--- src/rtl/prio_stack_pkg.sv ---
package prio_stack_pkg;

  typedef enum logic [1:0] {
    OP_IDLE = 2'b00,
    OP_PUSH = 2'b01,
    OP_POP  = 2'b10,
    OP_SWAP = 2'b11
  } stk_op_e;

  function automatic stk_op_e decode_op(input logic push, input logic pop);
    case ({pop, push})
      2'b01:   decode_op = OP_PUSH;
      2'b10:   decode_op = OP_POP;
      2'b11:   decode_op = OP_SWAP;
      default: decode_op = OP_IDLE;
    endcase
  endfunction

endpackage

--- src/rtl/prio_stack_ctrl.sv ---
module prio_stack_ctrl
  import prio_stack_pkg::*;
#(
  parameter int DEPTH = 14,
  localparam int PTR_W = $clog2(DEPTH),
  localparam int CNT_W = $clog2(DEPTH + 1)
) (
  input  logic             clk,
  input  logic             rst,
  input  stk_op_e          op,
  output logic             wr_en,
  output logic [PTR_W-1:0] wr_addr,
  output logic [PTR_W-1:0] top_idx,
  output logic [CNT_W-1:0] cnt
);

  localparam logic [PTR_W-1:0] LAST = PTR_W'(DEPTH - 1);
  localparam logic [CNT_W-1:0] FULL = CNT_W'(DEPTH);

  logic [PTR_W-1:0] top_q, top_d, top_inc, top_dec;
  logic [CNT_W-1:0] cnt_q, cnt_d;

  always_comb begin
    top_inc = (top_q == LAST) ? '0 : top_q + 1'b1;
    top_dec = (top_q == '0) ? LAST : top_q - 1'b1;
  end

  always_comb begin
    top_d   = top_q;
    cnt_d   = cnt_q;
    wr_en   = 1'b0;
    wr_addr = top_q;
    case (op)
      OP_PUSH: begin
        top_d   = top_inc;
        wr_en   = 1'b1;
        wr_addr = top_inc;
        cnt_d   = (cnt_q == FULL) ? FULL : cnt_q + 1'b1;
      end
      OP_POP: begin
        if (cnt_q != '0) begin
          top_d = top_dec;
          cnt_d = cnt_q - 1'b1;
        end
      end
      OP_SWAP: begin
        wr_en   = 1'b1;
        wr_addr = top_q;
      end
      default: ;
    endcase
  end

  always_ff @(posedge clk) begin
    if (rst) begin
      top_q <= LAST;
      cnt_q <= '0;
    end else begin
      top_q <= top_d;
      cnt_q <= cnt_d;
    end
  end

  assign top_idx = top_q;
  assign cnt     = cnt_q;


  a_r1_reset_empty: assert property (@(posedge clk) disable iff (rst)
    $past(rst) |-> (cnt_q == '0));


  a_r5_cnt_bound: assert property (@(posedge clk) disable iff (rst)
    cnt_q <= FULL);


  a_r5_full_sat: assert property (@(posedge clk) disable iff (rst)
    (cnt_q == FULL && op == OP_PUSH) |=> (cnt_q == FULL));


  a_r6_empty_pop_stays: assert property (@(posedge clk) disable iff (rst)
    (cnt_q == '0 && op == OP_POP) |=> (cnt_q == '0));


  a_r7_swap_cnt_hold: assert property (@(posedge clk) disable iff (rst)
    (op == OP_SWAP) |=> (cnt_q == $past(cnt_q) && top_q == $past(top_q)));


  a_r8_idle_hold: assert property (@(posedge clk) disable iff (rst)
    (op == OP_IDLE) |=> (cnt_q == $past(cnt_q) && top_q == $past(top_q)));

endmodule

--- src/rtl/prio_stack_ram.sv ---
module prio_stack_ram #(
  parameter int DATA_W = 4,
  parameter int DEPTH  = 14,
  localparam int ADDR_W = $clog2(DEPTH)
) (
  input  logic              clk,
  input  logic              wr_en,
  input  logic [ADDR_W-1:0] wr_addr,
  input  logic [DATA_W-1:0] wr_data,
  input  logic [ADDR_W-1:0] rd_addr,
  output logic [DATA_W-1:0] rd_data
);

  logic [DATA_W-1:0] mem [DEPTH];

  always_ff @(posedge clk) begin
    if (wr_en) mem[wr_addr] <= wr_data;
  end

  assign rd_data = mem[rd_addr];

  // a write address must stay inside the array
  a_r7_addr_range: assert property (@(posedge clk)
    wr_en |-> (int'(wr_addr) < DEPTH));

endmodule

--- src/rtl/prio_save_stack.sv ---
module prio_save_stack
  import prio_stack_pkg::*;
#(
  parameter int PRI_W = 4,
  parameter int DEPTH = 14
) (
  input  logic             clk,
  input  logic             rst,
  input  logic             push_i,
  input  logic [PRI_W-1:0] push_pri_i,
  input  logic             pop_i,
  output logic [PRI_W-1:0] pop_pri_o
);

  localparam int PTR_W = $clog2(DEPTH);
  localparam int CNT_W = $clog2(DEPTH + 1);

  stk_op_e          op;
  logic             wr_en;
  logic [PTR_W-1:0] wr_addr;
  logic [PTR_W-1:0] top_idx;
  logic [CNT_W-1:0] cnt;
  logic [PRI_W-1:0] top_data;

  assign op = decode_op(push_i, pop_i);

  prio_stack_ctrl #(.DEPTH(DEPTH)) u_ctrl (
    .clk     (clk),
    .rst     (rst),
    .op      (op),
    .wr_en   (wr_en),
    .wr_addr (wr_addr),
    .top_idx (top_idx),
    .cnt     (cnt)
  );

  prio_stack_ram #(.DATA_W(PRI_W), .DEPTH(DEPTH)) u_ram (
    .clk     (clk),
    .wr_en   (wr_en),
    .wr_addr (wr_addr),
    .wr_data (push_pri_i),
    .rd_addr (top_idx),
    .rd_data (top_data)
  );

  always_comb begin
    pop_pri_o = (cnt == '0) ? '0 : top_data;
  end

  // an empty store reads as priority zero
  a_r6_empty_zero: assert property (@(posedge clk) disable iff (rst)
    (cnt == '0) |-> (pop_pri_o == '0));

  // a plain push makes the pushed value the visible top
  a_r2_push_visible: assert property (@(posedge clk) disable iff (rst)
    (push_i && !pop_i) |=> (pop_pri_o == $past(push_pri_i)));

endmodule

--- config.mk ---
export PLATFORM = sky130hd
export DESIGN_NAME = prio_save_stack
export DESIGN_NICKNAME = d
export VERILOG_FILES = /design/src/rtl/prio_stack_pkg.sv /design/src/rtl/prio_stack_ctrl.sv /design/src/rtl/prio_stack_ram.sv /design/src/rtl/prio_save_stack.sv
export SDC_FILE = /design/constraint.sdc
export NUM_CORES = 1
export LEC_CHECK = 0
export BUFFER_PORTS_ARGS = -buffer_cell sky130_fd_sc_hd__buf_4
export CAP_MARGIN = 40
export CELL_PAD_IN_SITES_DETAIL_PLACEMENT = 0
export CELL_PAD_IN_SITES_GLOBAL_PLACEMENT = 1
export CORE_MARGIN = 2
export CORE_UTILIZATION = 51
export CTS_CLUSTER_DIAMETER = 120
export DETAILED_ROUTE_END_ITERATION = 7
export PLACE_DENSITY_LB_ADDON = 0.25
export SLEW_MARGIN = 5
export SYNTH_ARGS = -nofsm -noshare
export SYNTH_HDL_FRONTEND = slang
export SYNTH_SLANG_ARGS = --single-unit
--- constraint.sdc ---
create_clock -name clk -period 1.8 [get_ports clk]
set_input_delay 0.09 -clock clk [delete_from_list [all_inputs] [get_ports clk]]
set_output_delay 0.09 -clock clk [all_outputs]
set_load 0.005 [all_outputs]
==> results of run 1 <==
-- layer usage --
| layer | global-route usage [%] | vias to the layer above |
|---|---|---|
| met3 | 3.63 | 4 |
| met4 | 6.83 | 0 |
| li1 | - | 903 |
| met2 | 34.8 | 52 |
| met5 | 0 | - |
| met1 | 23.7 | 932 |
-- synth_stat cells, types with 2 or more instances --
cell type                  count
sky130_fd_sc_hd__edfxtp_1     56
sky130_fd_sc_hd__nor2_1       15
sky130_fd_sc_hd__dfxtp_1      12
sky130_fd_sc_hd__mux2i_1      10
sky130_fd_sc_hd__clkbuf_1      8
sky130_fd_sc_hd__mux4_2        8
sky130_fd_sc_hd__nand2_1       8
sky130_fd_sc_hd__o21ai_0       8
sky130_fd_sc_hd__nand3_1       7
sky130_fd_sc_hd__nor2b_1       7
sky130_fd_sc_hd__inv_1         6
sky130_fd_sc_hd__mux2_2        6
sky130_fd_sc_hd__a211oi_1      5
sky130_fd_sc_hd__nand2b_1      5
sky130_fd_sc_hd__nor3_1        5
sky130_fd_sc_hd__a211oi_2      4
sky130_fd_sc_hd__a21oi_1       4
sky130_fd_sc_hd__a22o_1        4
sky130_fd_sc_hd__a31oi_1       4
sky130_fd_sc_hd__buf_1         3
sky130_fd_sc_hd__buf_2         3
sky130_fd_sc_hd__ha_1          3
sky130_fd_sc_hd__xnor2_1       3
sky130_fd_sc_hd__a311oi_1      2
sky130_fd_sc_hd__and3_1        2
sky130_fd_sc_hd__nand3b_1      2
sky130_fd_sc_hd__o21ai_1       2
-- flip-flops by register name (all words and copies together) (netlist names), named ones only --
| signal | count |
|---|---|
| u_ctrl.cnt | 4 |
| u_ctrl.top_idx | 4 |
| u_ram.mem | 56 |
-- what timing repair did --
action                                  4_1_cts  5_1_grt
resized for setup                             3        4
endpoints found under the setup margin        4       18
pin swaps                                     2        1
setup buffers                                 1        0
hold endpoints to repair                      2        0
hold buffers                                  1        0
-- critical path, stage by stage, from the launching register on --
cell and delay (ns):
sky130_fd_sc_hd__dfxtp_2 0.34, sky130_fd_sc_hd__buf_12 0.13, sky130_fd_sc_hd__mux4_2 0.50, sky130_fd_sc_hd__nor2b_1 0.15, sky130_fd_sc_hd__a211oi_2 0.17, sky130_fd_sc_hd__a211oi_1 0.09, sky130_fd_sc_hd__buf_4 0.16
-- metrics by stage --
step / std cells / instance area (um^2) / util, %
6_report: 326 / 3510 / 59.7
4_1_cts: 326 / 3500 / 59.5
3_5_place_dp: 308 / 3300 / 56.1
2_1_floorplan: 223 / 3080 / -
5_1_grt: 326 / 3510 / 59.7
3_3_place_gp: 308 / 3300 / 56.1
-- power breakdown --
part	internal [mW]	switching, mW	total [mW]	leakage [nW]
Combinational	0.410	0.403	0.813	0.532
Clock	0.571	0.531	1.10	0.0884
Sequential	1.79	0.0928	1.88	0.605
Total	2.77	1.03	3.80	1.23
-- final cells by class --
cell class                      count  area [um^2]  area share, %
Clock inverter                      4         25.0          0.712
Tap cell                           75         93.8           2.67
Timing Repair Buffer               29          233           6.62
Clock buffer                       12          155           4.41
Sequential cell                    68         1930           54.8
Multi-Input combinational cell    132         1060           30.1
Inverter                            6         22.5          0.641
-- kinds of logic (layout without fill, tap and decap cells) --
family          count (synthesis)  after routing  share of synthesized area [%]
xor+xnor                        3              3                          0.853
compound gates                 46             46                           11.1
mux                            24             24                           11.3
simple gates                   56             56                           9.46
buf+inv                        23             51                           3.66
flops                          68             68                           62.4
fa+ha+maj                       3              3                           1.22
-- path summary, 6_finish.rpt --
path	from	end	slack, ns	depth (start not counted)
hold reg to reg	u_ctrl.cnt[0]	u_ctrl.cnt[0]	0.49	1
setup reg to reg	u_ctrl.cnt[0]	u_ctrl.cnt[0]	0.15	7
setup / recovery	flop	pop_pri_o[2]	-0.16	6
hold / removal	push_pri_i[1]	u_ram.mem[4][1]	0.06	1
==> impl_metrics.xml, run 1 <==
<?xml version="1.0" encoding="UTF-8"?>
<metrics>
  <group name="timing">
    <metric name="hold_ws" unit="ns">0.0584</metric>
    <metric name="worstMarginPinSlew" unit="ns">0.579</metric>
    <metric name="final.period_utilization" unit="%">109</metric>
    <metric name="min_period" unit="ns">1.96</metric>
    <metric name="setup_slack" unit="ns">-0.162</metric>
    <metric name="drv_slew" unit="">0</metric>
    <metric name="grt_setup_unrepaired" unit="">true</metric>
    <metric name="maxClockFrequency" unit="GHz">0.510</metric>
    <metric name="hold_violations" unit="">0</metric>
    <metric name="timing.slew.headroom" unit="%">61.1</metric>
    <metric name="setup_viol_count_final" unit="">4</metric>
    <metric name="finalSetupTns" unit="ns">-0.593</metric>
    <metric name="final.setup_skew" unit="ns">0.00817</metric>
  </group>
  <group name="floorplan">
    <metric name="coreArea" unit="mm^2">0.00589</metric>
    <metric name="floorplan.rows" unit="">28</metric>
    <metric name="dieArea" unit="mm^2">0.00668</metric>
    <metric name="dieWidth" unit="um">81.7</metric>
    <metric name="ioPinCount" unit="">12</metric>
    <metric name="initial_utilization" unit="%">52.3</metric>
    <metric name="die_y" unit="um">81.7</metric>
  </group>
  <group name="critical_path">
    <metric name="criticalPathCategory" unit="">reg -&gt; out</metric>
    <metric name="endpoint_kind" unit="">primary output</metric>
    <metric name="critPathRequiredTime" unit="ns">1.71</metric>
    <metric name="timing.critical_path.from_type" unit="">flop</metric>
    <metric name="critPathArrivalTime" unit="ns">1.87</metric>
    <metric name="worstPathMaxFanout" unit="">9</metric>
  </group>
  <group name="drt">
    <metric name="met1_length" unit="mm">2.62</metric>
    <metric name="route.met3.wl" unit="um">201</metric>
    <metric name="vias_per_cell" unit="">5.80</metric>
    <metric name="topRoutingLayerUsed" unit="">met4</metric>
    <metric name="wirelength" unit="mm">6.14</metric>
    <metric name="routed-via-count" unit="">1891</metric>
    <metric name="number_of_optimization_iterations_in_the_first_detailed_route_pass" unit="">4</metric>
    <metric name="route.antenna.remaining_nets" unit="">0</metric>
    <metric name="initialDrtViolationCount" unit="">131</metric>
    <metric name="route.met2.wl" unit="mm">3.27</metric>
    <metric name="wl_per_cell" unit="um">18.8</metric>
    <metric name="drt_drc_violations_left" unit="">0</metric>
  </group>
  <group name="synth">
    <metric name="number_of_enable_type_register_cells_in_the_synthesized_netlist" unit="">56</metric>
    <metric name="post_synthesis_sequential_area_ratio" unit="%">62.4</metric>
    <metric name="synth_top_area_cell" unit="">sky130_fd_sc_hd__edfxtp_1</metric>
    <metric name="synth.cell_area" unit="mm^2">0.00308</metric>
    <metric name="async_set_or_reset_register_ratio_after_synthesis" unit="%">0</metric>
    <metric name="syn_area_per_cell" unit="um^2">13.8</metric>
    <metric name="synth-main-ff-cell" unit="">sky130_fd_sc_hd__edfxtp_1</metric>
    <metric name="yosysWarnings" unit="">0</metric>
    <metric name="yosys.cell_types.count" unit="">48</metric>
    <metric name="syn-num-nets" unit="">234</metric>
    <metric name="postSynthRegisterBits" unit="">68</metric>
    <metric name="ys_top_cells_by_area" unit="">sky130_fd_sc_hd__edfxtp_1 55%, sky130_fd_sc_hd__dfxtp_1 7.8%, sky130_fd_sc_hd__mux4_2 5.8%</metric>
    <metric name="synthCells" unit="">223</metric>
    <metric name="synth_top_area_share" unit="%">54.6</metric>
  </group>
  <group name="run_status">
    <metric name="result_of_the_run" unit="">finished with violations</metric>
    <metric name="violated_checks" unit="">negative setup slack</metric>
  </group>
  <group name="global_routing">
    <metric name="gr-usage-all-layers" unit="%">19.5</metric>
    <metric name="initial_antenna_violation_count" unit="">0</metric>
    <metric name="global_route.overflow_total" unit="">0</metric>
    <metric name="global_route_wire_length_before_repair" unit="mm">9.42</metric>
    <metric name="grt_start_max_net_pins" unit="">15</metric>
    <metric name="grt_pass1_vias" unit="">1884</metric>
  </group>
  <group name="pwr">
    <metric name="post-layout-total-power" unit="mW">3.80</metric>
    <metric name="power_leakage" unit="nW">1.23</metric>
    <metric name="worst_ir_drop_vdd" unit="V">0.000467</metric>
    <metric name="power-per-cell-area" unit="mW/mm^2">1080</metric>
  </group>
  <group name="flow_run">
    <metric name="timing.max_cap.violations" unit="">0</metric>
  </group>
  <group name="clocking">
    <metric name="htree_levels" unit="">3</metric>
    <metric name="clock-root-buffer" unit="">sky130_fd_sc_hd__clkbuf_8</metric>
    <metric name="clock_insertion_delay_worst_skew" unit="ns">0.33</metric>
    <metric name="number_of_clock_sinks_seen_by_cts" unit="">68</metric>
    <metric name="cts_buffer_depth" unit="">2</metric>
    <metric name="tritoncts_buffers" unit="">9</metric>
    <metric name="cts.clk_slew.worst_paths" unit="ns">0.07</metric>
    <metric name="cts_tree" unit="">built</metric>
  </group>
  <group name="placement">
    <metric name="weighted_congestion_reported_at_the_end_of_routability_driven_placement" unit="">0.925</metric>
    <metric name="detailedPlacementHpwl" unit="mm">4.38</metric>
    <metric name="place_ws" unit="ns">0.0270</metric>
    <metric name="io_buffer_count" unit="">11</metric>
  </group>
  <group name="worst_hold_path">
    <metric name="hold_path.class" unit="">in -&gt; reg</metric>
  </group>
  <group name="cells_and_area">
    <metric name="final_layout_size_suffix_gt1_share" unit="%">28.3</metric>
    <metric name="flow.area_growth_from_synthesis" unit="%">14.1</metric>
    <metric name="finish.net_count" unit="">257</metric>
    <metric name="fillerInstances" unit="">461</metric>
    <metric name="mostFrequentLayoutCell" unit="">sky130_fd_sc_hd__edfxtp_1</metric>
    <metric name="antenna_cells_inserted" unit="">0</metric>
    <metric name="layout_common_cells" unit="">56 x sky130_fd_sc_hd__edfxtp_1, 27 x sky130_fd_sc_hd__buf_4, 15 x sky130_fd_sc_hd__nor2_1, 11 x sky130_fd_sc_hd__clkbuf_8, 10 x sky130_fd_sc_hd__mux2i_1</metric>
  </group>
</metrics>
Power figures use the tool's default switching activity.
==> inputs of run 2 (changes only) <==
Settings changed: REMOVE_ABC_BUFFERS set to 1.
==> run 2 against run 1 <==
Net effect: the flow still finishes with violations (negative setup slack); core utilization increased by 2.3 points; flip-flop and latch count did not move; first-iteration DRC count rose by 9.2%; via count increased by 2.0%; die area is the same; final area is 3.8% higher; clock-buffer cell count down 3.
==> impl_metrics.xml, run 2 (synthesis results as in run 1) <==
<?xml version="1.0" encoding="UTF-8"?>
<metrics>
  <group name="run_status">
    <metric name="result_of_the_run" unit="">finished with violations</metric>
    <metric name="violated_checks" unit="">negative setup slack</metric>
  </group>
  <group name="cells_and_area">
    <metric name="mostFrequentLayoutCell" unit="">sky130_fd_sc_hd__edfxtp_1</metric>
    <metric name="regMostFlops" unit="">u_ram.mem</metric>
    <metric name="layout.core_utilization" unit="%">62.0</metric>
    <metric name="largest_register_ffs" unit="">56</metric>
    <metric name="stdcell_count" unit="">327</metric>
    <metric name="final_layout_size_suffix_gt1_share" unit="%">29.4</metric>
    <metric name="antenna_cells_inserted" unit="">0</metric>
    <metric name="post-route-cell-area" unit="mm^2">0.00365</metric>
    <metric name="fillerInstances" unit="">451</metric>
    <metric name="flow.area_growth_from_synthesis" unit="%">18.4</metric>
    <metric name="layout_common_cells" unit="">56 x sky130_fd_sc_hd__edfxtp_1, 27 x sky130_fd_sc_hd__buf_4, 15 x sky130_fd_sc_hd__nor2_1, 10 x sky130_fd_sc_hd__mux2i_1</metric>
    <metric name="finish.net_count" unit="">259</metric>
  </group>
  <group name="timing">
    <metric name="drv_slew" unit="">0</metric>
    <metric name="worstMarginPinSlew" unit="ns">0.569</metric>
    <metric name="final.setup_skew" unit="ns">0.0115</metric>
    <metric name="final.period_utilization" unit="%">109</metric>
    <metric name="timing.slew.headroom" unit="%">61.8</metric>
    <metric name="hold_violations" unit="">0</metric>
    <metric name="setup_viol_count_final" unit="">4</metric>
    <metric name="min_period" unit="ns">1.96</metric>
    <metric name="grt_setup_unrepaired" unit="">true</metric>
    <metric name="setup_slack" unit="ns">-0.159</metric>
    <metric name="finalSetupTns" unit="ns">-0.517</metric>
    <metric name="maxClockFrequency" unit="GHz">0.510</metric>
  </group>
  <group name="floorplan">
    <metric name="coreArea" unit="mm^2">0.00589</metric>
    <metric name="floorplan.rows" unit="">28</metric>
    <metric name="die_y" unit="um">81.7</metric>
    <metric name="initial_utilization" unit="%">52.3</metric>
    <metric name="ioPinCount" unit="">12</metric>
    <metric name="dieWidth" unit="um">81.7</metric>
    <metric name="dieArea" unit="mm^2">0.00668</metric>
  </group>
  <group name="critical_path">
    <metric name="criticalPathCategory" unit="">reg -&gt; out</metric>
    <metric name="crit_chain" unit="">buf_12 &gt; mux4_2 &gt; nor2b_2 &gt; a211oi_2 &gt; a211oi_2 &gt; buf_4</metric>
    <metric name="critPathRequiredTime" unit="ns">1.71</metric>
    <metric name="timing.critical_path.from_type" unit="">flop</metric>
    <metric name="worstPathMaxFanout" unit="">5</metric>
    <metric name="crit_path_top_cell_by_count" unit="">sky130_fd_sc_hd__a211oi_2</metric>
    <metric name="delay_of_the_slowest_cell_on_the_worst_path" unit="ns">0.49</metric>
    <metric name="critPathSlowestCell" unit="">sky130_fd_sc_hd__mux4_2</metric>
    <metric name="worst_path_dominant_cell_family" unit="">multiplexers</metric>
    <metric name="critPathArrivalTime" unit="ns">1.87</metric>
    <metric name="worst_path_bufs_invs" unit="">2</metric>
    <metric name="endpoint_kind" unit="">primary output</metric>
  </group>
  <group name="global_routing">
    <metric name="global_route.overflow_total" unit="">0</metric>
    <metric name="grt_pass1_vias" unit="">1963</metric>
    <metric name="grt_start_max_net_pins" unit="">15</metric>
    <metric name="gr-usage-all-layers" unit="%">21.3</metric>
    <metric name="global_route_wire_length_before_repair" unit="mm">10.2</metric>
    <metric name="initial_antenna_violation_count" unit="">0</metric>
  </group>
  <group name="clocking">
    <metric name="cts.clk_slew.worst_paths" unit="ns">0.08</metric>
    <metric name="cts_tree" unit="">built</metric>
    <metric name="cts_buffer_depth" unit="">2</metric>
    <metric name="clock-root-buffer" unit="">sky130_fd_sc_hd__clkbuf_8</metric>
    <metric name="clock_insertion_delay_worst_skew" unit="ns">0.34</metric>
    <metric name="number_of_clock_sinks_seen_by_cts" unit="">68</metric>
    <metric name="tritoncts_buffers" unit="">9</metric>
    <metric name="htree_levels" unit="">3</metric>
  </group>
  <group name="pwr">
    <metric name="worst_ir_drop_vdd" unit="V">0.000631</metric>
    <metric name="power_leakage" unit="nW">1.29</metric>
    <metric name="power-per-cell-area" unit="mW/mm^2">1190</metric>
  </group>
  <group name="drt">
    <metric name="number_of_optimization_iterations_in_the_first_detailed_route_pass" unit="">4</metric>
    <metric name="wirelength" unit="mm">6.30</metric>
    <metric name="initialDrtViolationCount" unit="">143</metric>
    <metric name="route.antenna.remaining_nets" unit="">0</metric>
    <metric name="drt_drc_violations_left" unit="">0</metric>
    <metric name="vias_per_cell" unit="">5.90</metric>
    <metric name="routed-via-count" unit="">1929</metric>
    <metric name="wl_per_cell" unit="um">19.3</metric>
  </group>
  <group name="placement">
    <metric name="post-place-cells" unit="">309</metric>
    <metric name="detailedPlacementHpwl" unit="mm">4.23</metric>
    <metric name="weighted_congestion_reported_at_the_end_of_routability_driven_placement" unit="">0.889</metric>
    <metric name="io_buffer_count" unit="">11</metric>
    <metric name="detailed_place.area" unit="mm^2">0.00332</metric>
  </group>
  <group name="flow_run">
    <metric name="timing.max_cap.violations" unit="">0</metric>
  </group>
  <group name="worst_hold_path">
    <metric name="hold_path.class" unit="">in -&gt; reg</metric>
  </group>
</metrics>
-- run 2: worst paths after layout --
check	end	slack, ns	cells past startpoint	startpoint
setup / recovery	pop_pri_o[0]	-0.16	6	flop
setup reg to reg	u_ctrl.cnt[0]	0.12	7	u_ctrl.cnt[0]
hold / removal	u_ram.mem[3][1]	0.05	1	push_pri_i[1]
hold reg to reg	u_ctrl.cnt[0]	0.49	1	u_ctrl.cnt[0]
-- run 2: layer usage --
metal	vias up	wire (um)	GRT usage, %
li1	908	-	-
met1	977	2740	26.0
met2	37	3280	36.5
met3	7	207	3.74
met4	0	67	10.5
met5	-	0	0
-- run 2: per-stage QoR --
step                      worst slack (ns)  power (mW)  hold WS, ns
after floorplan                     0.0154        2.37        0.162
after global placement               0.124        2.67        0.337
after detailed placement            0.0882        2.70        0.343
after CTS                           -0.181        4.35       0.0377
after global routing                -0.227        4.50       0.0518
final                               -0.159        4.33       0.0470
-- run 2: layout make-up --
class | count | area (um^2) | area share, %
Timing Repair Buffer | 31 | 273 | 7.48
Clock inverter | 6 | 128 | 3.50
Sequential cell | 68 | 1930 | 52.9
Tap cell | 75 | 93.8 | 2.57
Inverter | 6 | 22.5 | 0.617
Multi-Input combinational cell | 132 | 1080 | 29.6
Clock buffer | 9 | 124 | 3.40
-- run 2: timing repair --
item / CTS / global route
pin swaps: 3 / 6
setup buffers: 2 / 0
setup endpoints to repair: 4 / 9
resized for setup: 7 / 6
gates cloned: 1 / 0
endpoints found under the hold margin: 3 / 0
hold buffers: 1 / 0
-- run 2: power breakdown --
part	internal, mW	leakage (nW)	switching (mW)
Combinational	0.440	0.557	0.424
Sequential	1.79	0.606	0.0884
Clock	1.04	0.124	0.546
-- run 2: worst reg2reg max path, stage by stage (launching register included) --
cell and delay (ns):
sky130_fd_sc_hd__dfxtp_2 0.37, sky130_fd_sc_hd__inv_1 0.07, sky130_fd_sc_hd__ha_1 0.24, sky130_fd_sc_hd__nor3b_2 0.18
sky130_fd_sc_hd__buf_4 0.15, sky130_fd_sc_hd__o22ai_1 0.28, sky130_fd_sc_hd__nor2_1 0.08, sky130_fd_sc_hd__a211oi_1 0.22
